===== src/rtl/nvm_guard_pkg.sv =====
package nvm_guard_pkg;
  localparam int unsigned ST_RDY = 0;
  localparam int unsigned ST_WEN = 1;
  localparam int unsigned ST_BP0 = 2;
  localparam int unsigned ST_BP1 = 3;
  localparam int unsigned ST_W   = 8;

  typedef enum logic [1:0] {
    LVL_NONE    = 2'b00,
    LVL_QUARTER = 2'b01,
    LVL_HALF    = 2'b10,
    LVL_ALL     = 2'b11
  } prot_lvl_e;

  function automatic logic [ST_W-1:0] pack_status(logic [1:0] bp, logic wen, logic busy);
    logic [ST_W-1:0] s;
    if (busy) begin
      s = '1;
    end else begin
      s = '0;
      s[ST_WEN] = wen;
      s[ST_BP0] = bp[0];
      s[ST_BP1] = bp[1];
    end
    return s;
  endfunction
endpackage


===== src/rtl/nvm_prot_decode.sv =====
module nvm_prot_decode #(
  parameter int unsigned ADDR_W = 9
) (
  input  logic [1:0]        lvl_i,
  input  logic [ADDR_W-1:0] first_i,
  input  logic [ADDR_W-1:0] last_i,
  output logic              blocked_o
);
  import nvm_guard_pkg::*;

  localparam int unsigned DEPTH = 1 << ADDR_W;
  localparam logic [ADDR_W:0] BASE_NONE = (ADDR_W+1)'(DEPTH);
  localparam logic [ADDR_W:0] BASE_QTR  = (ADDR_W+1)'(DEPTH - DEPTH/4);
  localparam logic [ADDR_W:0] BASE_HALF = (ADDR_W+1)'(DEPTH/2);
  localparam logic [ADDR_W:0] BASE_ALL  = '0;

  logic [ADDR_W:0]   base;
  logic [ADDR_W-1:0] top_addr;

  always_comb begin
    unique case (prot_lvl_e'(lvl_i))
      LVL_NONE:    base = BASE_NONE;
      LVL_QUARTER: base = BASE_QTR;
      LVL_HALF:    base = BASE_HALF;
      default:     base = BASE_ALL;
    endcase
  end

  // regions all end at the top address, so the highest target decides
  assign top_addr  = (first_i > last_i) ? first_i : last_i;
  assign blocked_o = {1'b0, top_addr} >= base;
endmodule


===== src/rtl/nvm_busy_timer.sv =====
module nvm_busy_timer #(
  parameter int unsigned BUSY_CYCLES = 1250000
) (
  input  logic clk_i,
  input  logic rst_ni,
  input  logic start_i,
  output logic busy_o,
  output logic done_o
);
  localparam int unsigned CNT_W = $clog2(BUSY_CYCLES + 1);
  localparam logic [CNT_W-1:0] LOAD = CNT_W'(BUSY_CYCLES - 1);

  logic             busy_q;
  logic [CNT_W-1:0] cnt_q;

  always_ff @(posedge clk_i or negedge rst_ni) begin
    if (!rst_ni) begin
      busy_q <= 1'b0;
      cnt_q  <= '0;
    end else if (start_i && !busy_q) begin
      busy_q <= 1'b1;
      cnt_q  <= LOAD;
    end else if (busy_q) begin
      if (cnt_q == '0) busy_q <= 1'b0;
      else             cnt_q  <= cnt_q - 1'b1;
    end
  end

  assign busy_o = busy_q;
  assign done_o = busy_q && (cnt_q == '0);

  assert_no_start_when_busy_R9: assert property (@(posedge clk_i) disable iff (!rst_ni)
    start_i |-> !busy_q);
  assert_busy_holds_R7: assert property (@(posedge clk_i) disable iff (!rst_ni)
    busy_q && (cnt_q != '0) |=> busy_q);
  assert_done_ends_R8: assert property (@(posedge clk_i) disable iff (!rst_ni)
    done_o |=> !busy_q);
endmodule


===== src/rtl/nvm_status_guard.sv =====
module nvm_status_guard #(
  parameter int unsigned ADDR_W      = 9,
  parameter int unsigned BUSY_CYCLES = 1250000,
  parameter logic [1:0]  BP_INIT     = 2'b00
) (
  input  logic              clk_i,
  input  logic              rst_ni,
  input  logic              wp_i,
  input  logic              set_wen_i,
  input  logic              clr_wen_i,
  input  logic              sr_wr_i,
  input  logic [7:0]        sr_data_i,
  input  logic              prog_req_i,
  input  logic [ADDR_W-1:0] prog_first_i,
  input  logic [ADDR_W-1:0] prog_last_i,
  output logic [7:0]        status_o,
  output logic              grant_o,
  output logic              deny_o,
  output logic              busy_o
);
  import nvm_guard_pkg::*;

  logic       wen_q, grant_q, deny_q;
  logic [1:0] bp_q = BP_INIT;   // retained: no reset
  logic [1:0] bp_pend_q;
  logic       pend_sts_q;
  logic       busy, done, blocked;
  logic       any_req, allowed, arr_ok, sts_ok, start;

  nvm_prot_decode #(.ADDR_W(ADDR_W)) u_decode (
    .lvl_i     (bp_q),
    .first_i   (prog_first_i),
    .last_i    (prog_last_i),
    .blocked_o (blocked)
  );

  nvm_busy_timer #(.BUSY_CYCLES(BUSY_CYCLES)) u_timer (
    .clk_i   (clk_i),
    .rst_ni  (rst_ni),
    .start_i (start),
    .busy_o  (busy),
    .done_o  (done)
  );

  assign any_req = prog_req_i || sr_wr_i;
  assign allowed = wp_i && wen_q && !busy;
  assign arr_ok  = prog_req_i && allowed && !blocked;
  assign sts_ok  = sr_wr_i && !prog_req_i && allowed;
  assign start   = arr_ok || sts_ok;

  always_ff @(posedge clk_i or negedge rst_ni) begin
    if (!rst_ni) begin
      wen_q      <= 1'b0;
      grant_q    <= 1'b0;
      deny_q     <= 1'b0;
      pend_sts_q <= 1'b0;
      bp_pend_q  <= 2'b00;
    end else begin
      grant_q <= start;
      deny_q  <= any_req && !start;
      if (done) begin
        wen_q      <= 1'b0;
        pend_sts_q <= 1'b0;
      end else if (!busy && !any_req) begin
        if (clr_wen_i)      wen_q <= 1'b0;
        else if (set_wen_i) wen_q <= 1'b1;
      end
      if (start) begin
        pend_sts_q <= sts_ok;
        bp_pend_q  <= sr_data_i[ST_BP1:ST_BP0];
      end
    end
  end

  always_ff @(posedge clk_i) begin
    if (done && pend_sts_q) bp_q <= bp_pend_q;
  end

  assign status_o = pack_status(bp_q, wen_q, busy);
  assign grant_o  = grant_q;
  assign deny_o   = deny_q;
  assign busy_o   = busy;

  assert_grant_needs_enable_R4: assert property (@(posedge clk_i) disable iff (!rst_ni)
    grant_q |-> $past(wp_i) && $past(wen_q));
  assert_grant_deny_excl_R7: assert property (@(posedge clk_i) disable iff (!rst_ni)
    !(grant_q && deny_q));
  assert_busy_from_grant_R7: assert property (@(posedge clk_i) disable iff (!rst_ni)
    $rose(busy) |-> grant_q);
  assert_wen_clears_at_end_R8: assert property (@(posedge clk_i) disable iff (!rst_ni)
    $fell(busy) |-> !wen_q);
  assert_deny_no_effect_R10: assert property (@(posedge clk_i) disable iff (!rst_ni)
    deny_q && !$past(busy) |-> !busy && (wen_q == $past(wen_q)));
  assert_bp_moves_at_end_R6: assert property (@(posedge clk_i) disable iff (!rst_ni)
    !$stable(bp_q) |-> $past(busy) && !busy);
  assert_no_enable_while_busy_R9: assert property (@(posedge clk_i) disable iff (!rst_ni)
    $past(busy) |-> !$rose(wen_q));
endmodule


===== config.mk =====
export PLATFORM = sky130hd
export DESIGN_NAME = nvm_status_guard
export DESIGN_NICKNAME = d
export VERILOG_FILES = /design/src/rtl/nvm_guard_pkg.sv /design/src/rtl/nvm_prot_decode.sv /design/src/rtl/nvm_busy_timer.sv /design/src/rtl/nvm_status_guard.sv
export SDC_FILE = /design/constraint.sdc
export NUM_CORES = 1
export LEC_CHECK = 0
export ABC_AREA = 1
export CORE_AREA = 5 5 65 67
export CTS_CLUSTER_SIZE = 25
export DETAILED_ROUTE_END_ITERATION = 7
export DIE_AREA = 0 0 70 72
export DONT_BUFFER_PORTS = 1
export PLACE_DENSITY_LB_ADDON = 0.1
export REMOVE_ABC_BUFFERS = 1
export SYNTH_ARGS = -nofsm -noshare
export SYNTH_HDL_FRONTEND = slang
export SYNTH_SLANG_ARGS = --single-unit
export TNS_END_PERCENT = 1

===== constraint.sdc =====
create_clock -name clk_i -period 2.21 [get_ports clk_i]
set_input_delay 0.442 -clock clk_i [delete_from_list [all_inputs] [get_ports clk_i]]
set_output_delay 0.442 -clock clk_i [all_outputs]
set_load 0.1 [all_outputs]

# == Yosys cells after proc, flatten, opt, wreduce, memory -nomap -nowiden ==
# Index checks and enable logic that the tools add are counted.
# W data, S select, Z words.
# op_classes
addsub,1
multipliers,0
div_mod_pow,0
order_cmp,2
n_eq_ne,3
shift,0
mux,15
n_bitwise,0
reduce_logical,26
# ops
op,count
$mux W21,3
$pmux W10 S3,1
$logic_not A21 Y1,1
$sub A21 B1 Y21 const B,1
$logic_and A1 B1 Y1,11
$ge A9 B10 Y1,1
$gt A9 B9 Y1,1
$mux W1,9
$mux W9,1
$mux W8,1
$reduce_bool A2 Y1,3
$logic_not A1 Y1,5
$reduce_and A2 Y1,2
$reduce_bool A3 Y1,1
$eq A2 B1 Y1 const B,1
$eq A2 B2 Y1 const B,1
$logic_not A2 Y1,1
$logic_or A1 B1 Y1,2
$ne A2 B1 Y1 const B,1
# word_totals
ff_bits,30
latchBits,0
ramBits,0
romBits,0
inputBits,33
output_inout_bits,11
elab_cells,55
memories,0

# == Logic depth before layout (Yosys ltp) ==
# Gate-level depths: netlist (run 1).
# logic_depth
ltp_word,9
depth_mapped,20
depth_no_buf,20

# == Hierarchy ==
# A second synthesis (run 1) with hierarchy kept.
# unflattened
cells_unflattened,330
hier_area_um2,2301.0
# by_module_without_submodules
mod,instances,cells_per_inst,area_per_inst_um2,seq_area_each_um2
nvm_busy_timer,1,212,1467.7,550.5
nvm_prot_decode,1,70,425.4,0.0
nvm_status_guard,1,48,407.9,210.2

# == Worst setup path before layout (run 1) ==
# No wires, ideal clock.
# synth_path
kind,input to register
startpoint,input port prog_last_i[8]
endpoint,register u_timer.cnt_q[5]
setup_time_ns,0.120
t_arrival_ns,2.431
required_time_ns,2.090
slack_ns,-0.340
stages,18
n_path_buf,1
path_cell_list,inv_1 > ha_1 > nand2_2 > inv_1 > a21oi_1 > nand3_2 > nand2_1 > o21ai_0 > ha_1 > inv_1 > nor2_1 > nor2_1 > nor2_1 > nor3_1 > nand2_4 > nand2_4 > buf_6 > nor2_1
# synth_via
elab_chain_len,9
word_cells_on_any_way,11
classes_between,2 x order compare; 1 x eq/ne; 2 x mux; 6 x reduce/logical
# synth_lines
item,line,text
start: declaration,nvm_status_guard.sv:15,"input logic [ADDR_W-1:0] prog_last_i,"
$gt A9 B9 Y1,nvm_prot_decode.sv:30,assign top_addr = (first_i > last_i) ? first_i : last_i;
$mux W9 (*),nvm_prot_decode.sv:30,
$ge A9 B10 Y1 (*),nvm_prot_decode.sv:31,"assign blocked_o = {1'b0, top_addr} >= base;"
$logic_not A1 Y1 (*),nvm_status_guard.sv:47,assign arr_ok = prog_req_i && allowed && !blocked;
$logic_and A1 B1 Y1 (*),nvm_status_guard.sv:47,
$logic_or A1 B1 Y1 (*),nvm_status_guard.sv:49,assign start = arr_ok || sts_ok;
named net start,nvm_status_guard.sv:28,"logic any_req, allowed, arr_ok, sts_ok, start;"
$logic_and A1 B1 Y1 (*),nvm_busy_timer.sv:20,end else if (start_i && !busy_q) begin
$ne A2 B1 Y1 (no line) / $reduce_bool A2 Y1 (equally long branches),--,
$reduce_and A2 Y1 (no line),--,
end signal: assignment,nvm_busy_timer.sv:25,else cnt_q <= cnt_q - 1'b1;
end: declaration,nvm_busy_timer.sv:14,logic [CNT_W-1:0] cnt_q;
# The timed path passes the listed nets; every way through them passes the cells marked *.
# A chain may end at the register's enable or synchronous reset.

# == Worst setup path after layout (run 1) ==
# layout_path
startpoint,input port prog_last_i[8]
endpoint,register u_timer.cnt_q[5]
# layout_via
elab_chain_len,9
word_cells_on_any_way,11
classes_between,2 x order compare; 1 x eq/ne; 2 x mux; 6 x reduce/logical
# layout_lines
item,line
$gt A9 B9 Y1,nvm_prot_decode.sv:30
$mux W9 (*),nvm_prot_decode.sv:30
$ge A9 B10 Y1 (*),nvm_prot_decode.sv:31
$logic_not A1 Y1 (*),nvm_status_guard.sv:47
$logic_and A1 B1 Y1 (*),nvm_status_guard.sv:47
$logic_or A1 B1 Y1 (*),nvm_status_guard.sv:49
$logic_and A1 B1 Y1 (*),nvm_busy_timer.sv:20
$ne A2 B1 Y1 (no line) / $reduce_bool A2 Y1 (equally long branches),--
$reduce_and A2 Y1 (no line),--
# Mark *: on every way between the ends. The rest lies on a longest branch, timed or not.

==> results.yml, run 1 <==
status:
  outcome: "finished clean"
timing:
  rsz0062_at_grt: "true"
  fin_tns_setup_ns: 0
  tightest_slew_ns: 0.325
  fmax_mhz: 457
  fin_crit_sh_pct: 99.0
  clock_skew_ns: 0.0103
  setup_viol: 0
  hold_violations: 0
  slew_headroom_pct: 78.3
  drv_slew: 0
  period_minus_slack_ns: 2.19
yosys:
  yosys.area.top_type: "dfrtp_1"
  syn_area_per_cell_sq_um: 7.90
  synth-seq-cells: 30
  syn_inst: 260
  synth.yosys.seq_area_share_pct: 37.0
  synth_area_sq_um: 2050
  synth_cell_types: 26
  synth.top_cell.area_share_pct: 34.1
  yosys_warnings: 0
  yosys-top-cells-area: "dfrtp_1 34%, nand2_1 9.7%, ha_1 8.5%, inv_1 6.4%, nor2_1 6.2%"
floorplan:
  die_y_um: 72
  die_w_um: 70
  die-area_sq_um: 5040
  start_util_pct: 57.4
  core_area_sq_um: 3580
  ios: 44
  std_cell_rows: 22
setup_path:
  max_stage_delay_ns: 0.29
  critPathSlowestCell: "ha_1"
  cp_data_arrival_time_ns: 2.41
  worst-setup-path-type: "in2reg"
  startpoint_type: "input pin"
  worst_setup_path_end_kind: "register"
  path_max_fanout: 7
  crit_family: "simple AND/OR/NAND/NOR gates"
  crit_buf_inv: 5
  path_common_cell: "nor2_1"
  crit_chain: "inv_1, ha_4, nand2_2, inv_1, a21oi_2, nand3_2, nand2_1, o21ai_1, ha_1, inv_1, nor2_1, nor2_1, nor2_1, nor3_1, buf_4, nand2_4, nand2_4, buf_12, nor2_1"
  worstPathRequired_ns: 2.43
placement:
  port_buffers: 0
  gp_congestion: 0.820
  dp_hpwl_um: 2900
global_routing:
  grt_pass1_wl_um: 6600
  grt_pass1_vias: 1563
  grt_max_degree: 29
  antenna_found_initial: 0
  grt_usage_pct: 16.4
  overflow: 0
finish:
  final_common_cell: "nand2_1"
  drive_gt1_share_pct: 22.2
  area_delta_synth_final_pct: 15.9
  diodes: 0
  final_nets: 325
  final_cell_mix: "52 x nand2_1, 35 x inv_1, 33 x nor2_1, 27 x dfrtp_1, 16 x nand3_1"
drt:
  drc: 0
  routedWlPerCell_um: 11.6
  viasPerCell: 4.89
  firstDrtPassIters: 4
  antenna_left: 0
  first_iter_violations: 38
  vias: 1599
  wl_um: 3780
clock_network:
  cts.sinks: 30
  cts_tree: "built"
  cts_setup_buffers: 0
  cts_buffer_depth: 2
  clock_latency_ns: 0.34
  numCtsBuffers: 5
  clk_pin_slew_worst_paths_ns: 0.10
  cts_root_buffer: "clkbuf_4"
  htreeDepth: 2
power:
  total_power_mw: 0.987
  power_leakage_nw: 1.03
  p_per_area_nw_per_um2: 415
  ir_drop_mv: 0.337
job:
  maxCapViolations: 0
hold_path:
  hold_path_class: "in2reg"
power breakdown:
part / internal (mW) / switching [mW] / total [mW]
clock: 0.118 / 0.200 / 0.318
combinational: 0.0493 / 0.0659 / 0.115
sequential: 0.554 / 0.000204 / 0.554
final cells by class:
type / instances / area [sq um]
repair buffers: 18 / 195
multi-input cells: 186 / 1160
well taps: 48 / 60.1
fillers: 323 / 1200
clock buffers: 5 / 37.5
flip-flops and latches: 30 / 764
inverters: 37 / 146
clock inverters: 3 / 16.3
final timing paths:
check                               startpoint           endpoint  slack (ns)  cells past startpoint
worst max-delay path            prog_last_i[8]   u_timer.cnt_q[5]        0.02                     19
worst min-delay path              sr_data_i[3]       bp_pend_q[1]        0.21                      2
worst max register to register         bp_q[0]   u_timer.cnt_q[5]        0.22                     14
worst min register to register    bp_pend_q[0]            bp_q[0]        0.46                      0
max in group asynchronous               rst_ni     u_timer.busy_o        1.51                      2
min in group asynchronous               rst_ni  u_timer.cnt_q[12]        0.53                      2
synth_stat cells (all sizes together):
cell type  count
dfrtp         28
xnor2          6
buf            7
ha            14
nand2         59
nand3         21
inv           37
nor3           7
xor2          10
edfxtp         2
nor4           1
or2            1
nand3b         3
nand4          6
and3           2
nor2          50
a21oi          2
o21ai          4
state kept, by name (all words and copies together) (netlist names):
name,cells
u_timer.cnt_q,21
bp_pend_q,2
bp_q,2
deny_o,1
grant_o,1
pend_sts_q,1
u_timer.busy_o,1
wen_q,1
through the flow:
step / util [%] / cell area, sq um / std cells / hold slack, ns / setup slack [ns]
3_5_place_dp: 62.1 / 2220 / 317 / 0.147 / -0.425
5_1_grt: 66.5 / 2380 / 327 / 0.176 / -0.171
3_3_place_gp: 62.1 / 2220 / 317 / 0.147 / -0.388
2_1_floorplan: - / 1990 / 253 / 0.146 / -3.59
4_1_cts: 64.7 / 2310 / 327 / 0.188 / -0.00260
6_report: 66.5 / 2380 / 327 / 0.209 / 0.0211
cell families after synthesis:
group,synth area share (%)
AOI/OAI and AO/OA,1.46
xor gates and xnor gates,6.82
adders and majority gates,8.53
buffers and inverters,9.93
DFF,37.0
and+or+nand+nor,36.2
timing repair:
action	in CTS	in global routing
hold endpoints to repair	28	0
gates cloned	0	0
hold buffers	2	0
pin swaps	1	0
setup endpoints to repair	24	27
gates resized for setup	3	7
layer usage:
metal / track usage [%] / vias to the layer above / routed length [um]
met4: 6.60 / 0 / 73
met5: 0 / - / 0
li1: - / 850 / -
met1: 19.6 / 718 / 1690
met2: 27.1 / 24 / 1810
met3: 5.68 / 7 / 203
Power figures use the tool's default switching activity.
==> run 2: changes to the inputs <==
--- a/config.mk
+++ b/config.mk
@@ -6,14 +6,15 @@
 export NUM_CORES = 1
 export LEC_CHECK = 0
 export ABC_AREA = 1
-export CORE_AREA = 5 5 65 67
+export CORE_AREA = 5 5 68 70
 export CTS_CLUSTER_SIZE = 25
 export DETAILED_ROUTE_END_ITERATION = 7
-export DIE_AREA = 0 0 70 72
+export DIE_AREA = 0 0 73 75
 export DONT_BUFFER_PORTS = 1
 export PLACE_DENSITY_LB_ADDON = 0.1
 export REMOVE_ABC_BUFFERS = 1
 export SYNTH_ARGS = -nofsm -noshare
 export SYNTH_HDL_FRONTEND = slang
+export SYNTH_HIERARCHICAL = 1
 export SYNTH_SLANG_ARGS = --single-unit
 export TNS_END_PERCENT = 1
==> results.yml, run 2 <==
finish:
  diodes: 0
  top_regs: "u_timer/cnt_q: 21 flops, bp_pend_q: 2 flops, bp_q: 2 flops"
  largest_register_ffs: 21
  regMostFlops: "u_timer/cnt_q"
  area_delta_synth_final_pct: 26.2
  postLayoutCellArea_sq_um: 2900
  final_common_cell: "nand2_1"
  final_cell_mix: "75 x nand2_1, 39 x nand3_1, 35 x inv_1, 32 x nor2_1, 27 x dfrtp_1"
  final_nets: 404
  post-route-util_pct: 74.2
  drive_gt1_share_pct: 29.1
yosys:
  yosysMostFrequentCell: "nand2_1"
  synth_edf_count: 2
  yosys-top-cells-area: "dfrtp_1 30%, nand2_1 14%, nand3_1 8.5%, ha_1 8.2%, inv_1 7.2%"
  syn_area_per_cell_sq_um: 6.97
  synth.yosys.seq_area_share_pct: 33.1
  synth_xor_area_share_pct: 1.14
  yosys.area_share.simple_pct: 39.9
  syn_inst: 330
  synth_area_sq_um: 2300
  synth-main-ff-cell: "dfrtp_1"
  synth-seq-cells: 30
  synth-compound-area-share_pct: 6.96
  synth-async-reset-ratio_pct: 93.3
  synthTopCellsByCount: "84 x nand2_1, 44 x inv_1, 39 x nand3_1"
  yosys_warnings: 6
  synthAdderAreaFrac_pct: 8.16
  yosys.area.top_type: "dfrtp_1"
  muxShareOfSynthArea_pct: 0
  synth_top_family_by_area: "simple AND/OR/NAND/NOR gates"
  synth_cell_types: 27
  synth.top_cell.area_share_pct: 30.5
job:
  maxCapViolations: 0
clock_network:
  clock_latency_ns: 0.29
  cts.sinks: 30
  numCtsBuffers: 5
  cts_root_buffer: "clkbuf_8"
  cts_tree: "built"
  htreeDepth: 2
  clk_pin_slew_worst_paths_ns: 0.07
  cts_buffer_depth: 2
power:
  power_leakage_nw: 1.46
  p_per_area_nw_per_um2: 1270
  total_power_mw: 3.68
  ir_drop_mv: 0.699
timing:
  tightest_slew_ns: 0.514
  fmax_mhz: 363
  fin_crit_sh_pct: 125
  whs_ns: 0.294
  period_minus_slack_ns: 2.75
  hold_violations: 0
  setup_viol: 27
  rsz0062_at_grt: "true"
  drv_slew: 0
  fin_ws_ns: -0.542
  slew_headroom_pct: 65.9
  clock_skew_ns: 0.00777
drt:
  antenna_left: 0
  wl_um: 5870
  first_iter_violations: 107
  drc: 0
  routedWlPerCell_um: 14.4
  firstDrtPassIters: 4
  vias: 2166
  viasPerCell: 5.32
floorplan:
  die_w_um: 73
  die-area_sq_um: 5480
  start_util_pct: 58.8
  ios: 44
  core_area_sq_um: 3910
  die_y_um: 75
  std_cell_rows: 23
status:
  violations: "setup timing"
  outcome: "finished, violations left"
setup_path:
  startpoint_type: "input pin"
  max_stage_delay_ns: 0.27
  path_max_fanout: 9
  crit_chain: "inv_8, ha_4, a21o_1, nor2_4, nand3_4, nand2_2, o21ai_1, ha_1, nand2_1, nor2_2, a21oi_2, nand2_1, inv_1, nand2_1, nand2_2, nand2_2, inv_2, or2_4, nand2_8, buf_6, o21ai_0, nand3_1"
  worst_setup_path_end_kind: "register"
  critPathSlowestCell: "ha_1"
  worstPathRequired_ns: 2.37
  cp_data_arrival_time_ns: 2.91
  worst-setup-path-type: "in2reg"
global_routing:
  grt_pass1_vias: 2138
  grt_max_degree: 29
  grt_pass1_wl_um: 9490
  grt_usage_pct: 22.6
  overflow: 0
  antenna_found_initial: 0
placement:
  pre_cts_slack_ns: -0.829
  port_buffers: 0
  post_dp_cell_area_sq_um: 2460
  gp_congestion: 0.892
  dp_hpwl_um: 3860
hold_path:
  hold_path_class: "in2reg"
-- run 2: cell type report --
class                      count  area (sq um)
clock buffer                   5          68.8
multi-input combinational    244          1480
tap                           50          62.6
inverter                      47           230
clock inverter                 3          16.3
timing repair buffer          28           282
fill                         304          1010
sequential                    30           764
-- run 2: path summary, 6_finish.rpt --
kind / startpoint / slack [ns] / depth (start not counted) / endpoint
min in group asynchronous: rst_ni / 0.60 / 2 / u_timer/cnt_q[13]
max reg2reg: bp_q[0] / -0.28 / 18 / u_timer/cnt_q[2]
min: sr_data_i[2] / 0.29 / 2 / bp_pend_q[0]
min reg2reg: bp_pend_q[0] / 0.45 / 0 / bp_q[0]
max: prog_last_i[8] / -0.54 / 22 / u_timer/cnt_q[2]
max in group asynchronous: rst_ni / 1.43 / 2 / u_timer/busy_o
-- run 2: critical path: cells and delay by family --
kind	cells	cell delay, ns
buffers and inverters	4	0.32
AOI/OAI and AO/OA	4	0.51
adders and majority gates	2	0.50
and+or+nand+nor	12	1.13
-- run 2: layer usage --
layer / part of all wire [%] / track usage [%]
met1: 39 / 25.0
met2: 54 / 43.5
met3: 5.6 / 4.67
met4: 1.3 / 6.35
met5: 0 / 0
-- run 2: power breakdown --
part | switching [mW] | internal [mW]
logic | 1.49 | 0.711
registers | 0.262 | 0.785
clock network | 0.216 | 0.215
total | 1.97 | 1.71
-- run 2: metrics by stage --
step	cells	TNS, ns
3_3_place_gp	388	-15.79
3_5_place_dp	388	-18.35
4_1_cts	404	-5.50
2_1_floorplan	321	-110.41
5_1_grt	407	-15.99
6_report	407	-11.99
-- run 2: cell families (layout without fill, tap and decap cells) --
group                    count (synthesis)  count (layout)
AO/OA/AOI/OAI                           28              28
XOR/XNOR                                 3               3
AND/OR/NAND/NOR                        198             198
flip-flops                              30              30
adder cells (fa/ha/maj)                 15              15
buffers and inverters                   56              83
-- run 2: what timing repair did --
| item | 4_1_cts | 5_1_grt |
|---|---|---|
| gates cloned | 1 | 0 |
| endpoints found under the hold margin | 28 | 0 |
| endpoints found under the setup margin | 25 | 27 |
| setup buffers | 5 | 3 |
| pin swaps | 32 | 22 |
| hold buffers | 2 | 0 |
| resized for setup | 49 | 18 |
